--- src/rtl/mseq_pkg.sv ---
package mseq_pkg;
  localparam int CW_W   = 20;
  localparam int OP_W   = 4;
  localparam int STEP_W = 3;
  localparam int FETCH_LEN = 3;

  localparam int B_PC_DRV   = 0;
  localparam int B_PC_LD    = 1;
  localparam int B_MAR_LD   = 2;
  localparam int B_MEM_RD   = 3;
  localparam int B_ZERO_A   = 4;
  localparam int B_CARRY    = 5;
  localparam int B_ADD      = 6;
  localparam int B_Z_LD     = 7;
  localparam int B_Z_DRV    = 8;
  localparam int B_WAIT     = 9;
  localparam int B_MDR_DRV  = 10;
  localparam int B_IR_LD    = 11;
  localparam int B_ADDR_DRV = 12;
  localparam int B_Y_LD     = 13;
  localparam int B_SET_CC   = 14;
  localparam int B_END      = 15;
  localparam int B_SRC_DRV  = 16;
  localparam int B_DST_LD   = 17;
  localparam int B_R1_DRV   = 18;
  localparam int B_R1_LD    = 19;

  typedef logic [CW_W-1:0] cw_t;

  localparam logic [OP_W-1:0] OPC_MOVE = 4'd1;
  localparam logic [OP_W-1:0] OPC_ADD  = 4'd2;
  localparam logic [OP_W-1:0] OPC_BRN  = 4'd3;

  typedef enum logic [1:0] {RT_MOVE, RT_ADD, RT_BRN, RT_BAD} routine_e;

  function automatic cw_t bit_of(input int pos);
    cw_t v;
    v = '0;
    v[pos] = 1'b1;
    return v;
  endfunction
endpackage

--- src/rtl/mseq_decode.sv ---
module mseq_decode
  import mseq_pkg::*;
#(
  parameter int OPW = OP_W
) (
  input  logic [OPW-1:0] opcode,
  output routine_e       routine
);
  always_comb begin
    unique case (opcode)
      OPC_MOVE: routine = RT_MOVE;
      OPC_ADD:  routine = RT_ADD;
      OPC_BRN:  routine = RT_BRN;
      default:  routine = RT_BAD;
    endcase
  end
endmodule

--- src/rtl/mseq_oplatch.sv ---
module mseq_oplatch
  import mseq_pkg::*;
#(
  parameter int SW = STEP_W
) (
  input  logic          clk,
  input  logic          rst,
  input  logic [SW-1:0] step,
  input  routine_e      live,
  output routine_e      routine
);
  localparam logic [SW-1:0] CAPTURE_STEP = SW'(FETCH_LEN);

  routine_e held_q;
  logic     at_capture;

  assign at_capture = (step == CAPTURE_STEP);

  always_ff @(posedge clk) begin
    if (rst)             held_q <= RT_BAD;
    else if (at_capture) held_q <= live;
  end

  assign routine = at_capture ? live : held_q;

  AST_ROUTINE_HELD: assert property (@(posedge clk) disable iff (rst)
    (step > CAPTURE_STEP + 1'b1) |-> $stable(held_q));
endmodule

--- src/rtl/mseq_store.sv ---
module mseq_store
  import mseq_pkg::*;
#(
  parameter int SW = STEP_W
) (
  input  logic          clk,
  input  logic          rst,
  input  logic [SW-1:0] step,
  input  routine_e      routine,
  input  logic          flag_n,
  output cw_t           word,
  output logic          illegal
);
  cw_t fetch_w, exec_w;

  always_comb begin
    unique case (int'(step))
      0: fetch_w = bit_of(B_PC_DRV) | bit_of(B_MAR_LD) | bit_of(B_MEM_RD) |
                   bit_of(B_ZERO_A) | bit_of(B_CARRY) | bit_of(B_ADD) | bit_of(B_Z_LD);
      1: fetch_w = bit_of(B_Z_DRV) | bit_of(B_PC_LD) | bit_of(B_WAIT);
      2: fetch_w = bit_of(B_MDR_DRV) | bit_of(B_IR_LD);
      default: fetch_w = '0;
    endcase
  end

  always_comb begin
    exec_w  = bit_of(B_END);
    illegal = 1'b0;
    unique case (routine)
      RT_MOVE: exec_w = bit_of(B_SRC_DRV) | bit_of(B_DST_LD) | bit_of(B_END);
      RT_ADD: begin
        unique case (int'(step))
          3: exec_w = bit_of(B_ADDR_DRV) | bit_of(B_MAR_LD) | bit_of(B_MEM_RD);
          4: exec_w = bit_of(B_R1_DRV) | bit_of(B_Y_LD) | bit_of(B_WAIT);
          5: exec_w = bit_of(B_MDR_DRV) | bit_of(B_ADD) | bit_of(B_Z_LD) | bit_of(B_SET_CC);
          default: exec_w = bit_of(B_Z_DRV) | bit_of(B_R1_LD) | bit_of(B_END);
        endcase
      end
      RT_BRN: begin
        unique case (int'(step))
          3: exec_w = bit_of(B_PC_DRV) | bit_of(B_Y_LD) | (flag_n ? '0 : bit_of(B_END));
          4: exec_w = bit_of(B_ADDR_DRV) | bit_of(B_ADD) | bit_of(B_Z_LD);
          default: exec_w = bit_of(B_Z_DRV) | bit_of(B_PC_LD) | bit_of(B_END);
        endcase
      end
      default: illegal = (int'(step) >= FETCH_LEN);
    endcase
  end

  assign word = (int'(step) < FETCH_LEN) ? fetch_w : exec_w;

  AST_FETCH_NO_CC: assert property (@(posedge clk) disable iff (rst)
    (int'(step) < FETCH_LEN) |-> !word[B_SET_CC]);
  AST_CC_ONLY_ADD: assert property (@(posedge clk) disable iff (rst)
    word[B_SET_CC] |-> (routine == RT_ADD && int'(step) == 5));
  AST_BAD_ENDS: assert property (@(posedge clk) disable iff (rst)
    illegal |-> word[B_END]);
endmodule

--- src/rtl/mseq_counter.sv ---
module mseq_counter #(
  parameter int SW = 3
) (
  input  logic          clk,
  input  logic          rst,
  input  logic          wait_req,
  input  logic          mem_done,
  input  logic          finish,
  output logic [SW-1:0] step
);
  logic stall;
  assign stall = wait_req && !mem_done;

  always_ff @(posedge clk) begin
    if (rst)         step <= '0;
    else if (!stall) step <= finish ? '0 : step + 1'b1;
  end

  AST_STALL_HOLD: assert property (@(posedge clk) disable iff (rst)
    (wait_req && !mem_done) |=> $stable(step));
  AST_END_RESTART: assert property (@(posedge clk) disable iff (rst)
    (finish && !(wait_req && !mem_done)) |=> (step == '0));
  AST_STEP_INC: assert property (@(posedge clk) disable iff (rst)
    (!finish && !(wait_req && !mem_done)) |=> (step == $past(step) + 1'b1));
endmodule

--- src/rtl/mseq_sequencer.sv ---
module mseq_sequencer
  import mseq_pkg::*;
(
  input  logic            clk,
  input  logic            rst,
  input  logic [OP_W-1:0] ir_opcode,
  input  logic            flag_n,
  input  logic            mem_done,
  output logic [CW_W-1:0] ctrl,
  output logic [STEP_W-1:0] step_idx,
  output logic            illegal_op
);
  routine_e live_rt, cur_rt;
  cw_t      raw_w;
  logic     raw_ill;

  mseq_decode #(.OPW(OP_W)) u_dec (.opcode(ir_opcode), .routine(live_rt));

  mseq_oplatch #(.SW(STEP_W)) u_lat (
    .clk(clk), .rst(rst), .step(step_idx), .live(live_rt), .routine(cur_rt));

  mseq_store #(.SW(STEP_W)) u_store (
    .clk(clk), .rst(rst), .step(step_idx), .routine(cur_rt), .flag_n(flag_n),
    .word(raw_w), .illegal(raw_ill));

  mseq_counter #(.SW(STEP_W)) u_cnt (
    .clk(clk), .rst(rst), .wait_req(raw_w[B_WAIT]), .mem_done(mem_done),
    .finish(raw_w[B_END]), .step(step_idx));

  assign ctrl       = rst ? '0 : raw_w;
  assign illegal_op = rst ? 1'b0 : raw_ill;

  AST_RESET_STEP: assert property (@(posedge clk) rst |=> (step_idx == '0));
endmodule

--- config.mk ---
export PLATFORM = sky130hd
export DESIGN_NAME = mseq_sequencer
export DESIGN_NICKNAME = d
export VERILOG_FILES = /design/src/rtl/mseq_pkg.sv /design/src/rtl/mseq_decode.sv /design/src/rtl/mseq_oplatch.sv /design/src/rtl/mseq_store.sv /design/src/rtl/mseq_counter.sv /design/src/rtl/mseq_sequencer.sv
export SDC_FILE = /design/constraint.sdc
export NUM_CORES = 1
export LEC_CHECK = 0
export BUFFER_PORTS_ARGS = -buffer_cell sky130_fd_sc_hd__buf_2
export CAP_MARGIN = 30
export CORE_MARGIN = 2
export CORE_UTILIZATION = 44
export CTS_BUF_LIST = sky130_fd_sc_hd__clkbuf_4 sky130_fd_sc_hd__clkbuf_8 sky130_fd_sc_hd__clkbuf_16
export DETAILED_ROUTE_END_ITERATION = 7
export GPL_TIMING_DRIVEN = 0
export HOLD_SLACK_MARGIN = 0.02
export PLACE_DENSITY = 0.81
export SETUP_SLACK_MARGIN = 0.5
export SYNTH_ARGS = -nofsm -noshare
export SYNTH_HDL_FRONTEND = slang
export SYNTH_SLANG_ARGS = --single-unit
--- constraint.sdc ---
create_clock -name clk -period 2.5 [get_ports clk]
set_input_delay 0.375 -clock clk [delete_from_list [all_inputs] [get_ports clk]]
set_output_delay 0.375 -clock clk [all_outputs]
set_load 0.01 [all_outputs]
==> out/metrics.yaml <==
layout_setup_ws_ns: 0.160
finalSetupTns_ns: 0
drcViolationCount: 0
setup_violations: 0
cp-start-kind: "flop"
ant_nets: 0
p_clk_frac: 0.134
hp-start: "mem_done"
viasPerCell: 6.56
grt_util_all_layers: 0.304
cp_max_fo: 5
max_freq_mhz: 427
ys_types: 32
hold_depth: 3
min_to: "u_cnt.step[2]$_SDFFE_PP0N_"
internal_power_mw: 0.412
worst_slew_pin_slew_ns: 0.562
clock_path_buffers: 2
fillers: 66
place_hpwl_mm: 1.32
grt_overflow_total: 0
final_util: 0.874
num_antenna_cells: 0
nNetsFinal: 152
synth-edff-count: 0
cts.clk_slew.worst_paths_ns: 0.04
powerDensity_nw_per_um2: 657
ir_drop_mv: 0.482
hold_violations: 0
cts_tree: "done"
start_util: 0.481
yosysWarnings: 0
synth_cells: 90
drt-pass1-iter-count: 4
p_total_mw: 0.757
ys_ff_latch: 5
max_cap_violations: 0
criticalPathCategory: "flop to primary output"
slew_headroom: 0.625
grt_pass1_wl_mm: 4.20
h-tree-depth: 1
stdcell_count: 153
dieArea_sq_um: 1760
gp_congestion: 0.853
r2r-start: "u_cnt.step[0]$_SDFFE_PP0N_"
drtIter0Drc: 39
cp.required_ns: 2.12
cts_buffers: 3
dr_total_vias: 1004
slew_viol_final: 0
synth_top_flop_cell: "dfxtp_1"
drive_gt1_frac: 0.609
clock-sinks: 5
port_buffers: 30
clk_latency_ns: 0.23
wl_per_cell_um: 20.3
switching_share: 0.456
critPathCaptureType: "primary output"
rsz0062_at_grt: "true"
die_w_um: 42.0
area_growth_pct: 81.5
min_period_over_period: 0.936
synthArstFlopShare: 0
power_leakage_nw: 0.502
grt_max_degree: 11
fin_crit_ns: 2.34
p_seq_frac: 0.158
die_h_um: 42.0
r2r_end: "u_cnt.step[0]$_SDFFE_PP0N_"
arrival_ns: 1.97
p_switching_mw: 0.345
reg2reg_setup_slack_ns: 0.37
dpl.cell_count: 135
seq_area_sq_um: 111
antenna_found_initial: 0
final_area_sq_um: 1150
holdWs_ns: 0.425
num_rows: 13
cts-root-buf: "clkbuf_4"
reg2reg_depth: 10
dp_slack_ns: 0.393
hp-class: "input pin to flop"
status: "finished, final reports clean"
syn_area_per_cell_sq_um: 7.05
grt_pass1_vias: 886
fin_skew_ns: 0.00184
dpl_cell_area_sq_um: 823
multi_input_area_sq_um: 631
core_area_sq_um: 1320
wl_mm: 3.10
ys_seq_area_frac: 0.158
syn_area_sq_um: 634
ioPinCount: 32
pwr-share-comb: 0.709
synth_fp_nets: 103
[critical path, stage by stage (launching register included)]
cell and delay, ns:
dfxtp_4 0.35, ha_4 0.17, ha_4 0.19, nor3b_4 0.24, a31oi_4 0.07, nand3b_1 0.26, a21oi_2 0.21, buf_4 0.14
buf_6 0.09
[final cells by class]
| class | count | area share |
|---|---|---|
| Clock buffer | 4 | 0.0261 |
| Tap cell | 15 | 0.0163 |
| Sequential cell | 5 | 0.0967 |
| Multi-Input combinational cell | 72 | 0.548 |
| Buffer | 8 | 0.0576 |
| Timing Repair Buffer | 44 | 0.236 |
| Inverter | 5 | 0.0196 |
[state kept, by name, summed over array words and instances, names as in the netlist]
register,cells
u_cnt.step,3
u_lat.held_q,2
[placed cells by master, fill, tap and decap left out, drive strengths merged, types with 4 or more instances in the layout]
cell type,synthesis,final
nand2,8,8
buf,5,49
nor2,12,12
ha,5,5
a21oi,10,10
clkbuf,3,7
inv,5,4
a31oi,4,4
dfxtp,5,5
nor3b,4,4
[synth_stat cells (2+ instances only)]
library cell / n / area share
nand2b_1: 2 / 0.020
nor3b_1: 3 / 0.036
nor2_1: 12 / 0.071
o21a_1: 3 / 0.036
nand3_1: 2 / 0.016
ha_1: 5 / 0.099
dfxtp_1: 5 / 0.16
nor3_1: 2 / 0.016
nand4_1: 3 / 0.030
a21oi_1: 9 / 0.071
inv_1: 4 / 0.024
o21ai_1: 3 / 0.024
clkbuf_1: 3 / 0.018
nand2_1: 8 / 0.047
a211o_1: 3 / 0.041
a31oi_1: 3 / 0.030
buf_4: 4 / 0.047
or2_1: 2 / 0.020
[power by group through the flow]
stage / Clock (mW) / Sequential, mW / Combinational, mW
2_1_floorplan: 0 / 0.118 / 0.227
3_3_place_gp: 0 / 0.114 / 0.327
3_5_place_dp: 0 / 0.116 / 0.335
4_1_cts: 0.105 / 0.115 / 0.433
5_1_grt: 0.110 / 0.122 / 0.560
6_report: 0.101 / 0.119 / 0.536
[timing repair]
action,4_1_cts,5_1_grt
endpoints found under the hold margin,0,0
hold buffers,0,0
pin swaps,6,7
setup endpoints to repair,19,23
setup buffers,11,3
gates resized for setup,26,15
[how the worst max path moves through the flow]
stage / startpoint / endpoint / slack [ns] / cells past startpoint
floorplan: u_cnt.step[0]$_SDFFE_PP0N_ / ctrl[7] / 0.51 / 7
global placement: u_cnt.step[0]$_SDFFE_PP0N_ / ctrl[7] / 0.42 / 8
detailed placement: u_cnt.step[0]$_SDFFE_PP0N_ / ctrl[7] / 0.39 / 9
CTS: u_cnt.step[0]$_SDFFE_PP0N_ / ctrl[7] / 0.27 / 8
global route: u_cnt.step[0]$_SDFFE_PP0N_ / ctrl[7] / 0.08 / 8
finish: u_cnt.step[0]$_SDFFE_PP0N_ / ctrl[7] / 0.16 / 8
[routing by layer]
metal	GRT usage	routed length, um	up-vias
li1	-	-	419
met1	0.404	1200	474
met2	0.463	1450	93
met3	0.0259	305	18
met4	0.206	150	0
met5	0	0	-
[kinds of logic after synthesis]
| family | count (synthesis) | synth area share |
|---|---|---|
| xor+xnor | 1 | 0.0138 |
| buf+inv | 13 | 0.103 |
| compound gates | 28 | 0.312 |
| simple gates | 38 | 0.316 |
| fa+ha+maj | 5 | 0.0986 |
| flops | 5 | 0.158 |
(Power assumes the default switching activity.)
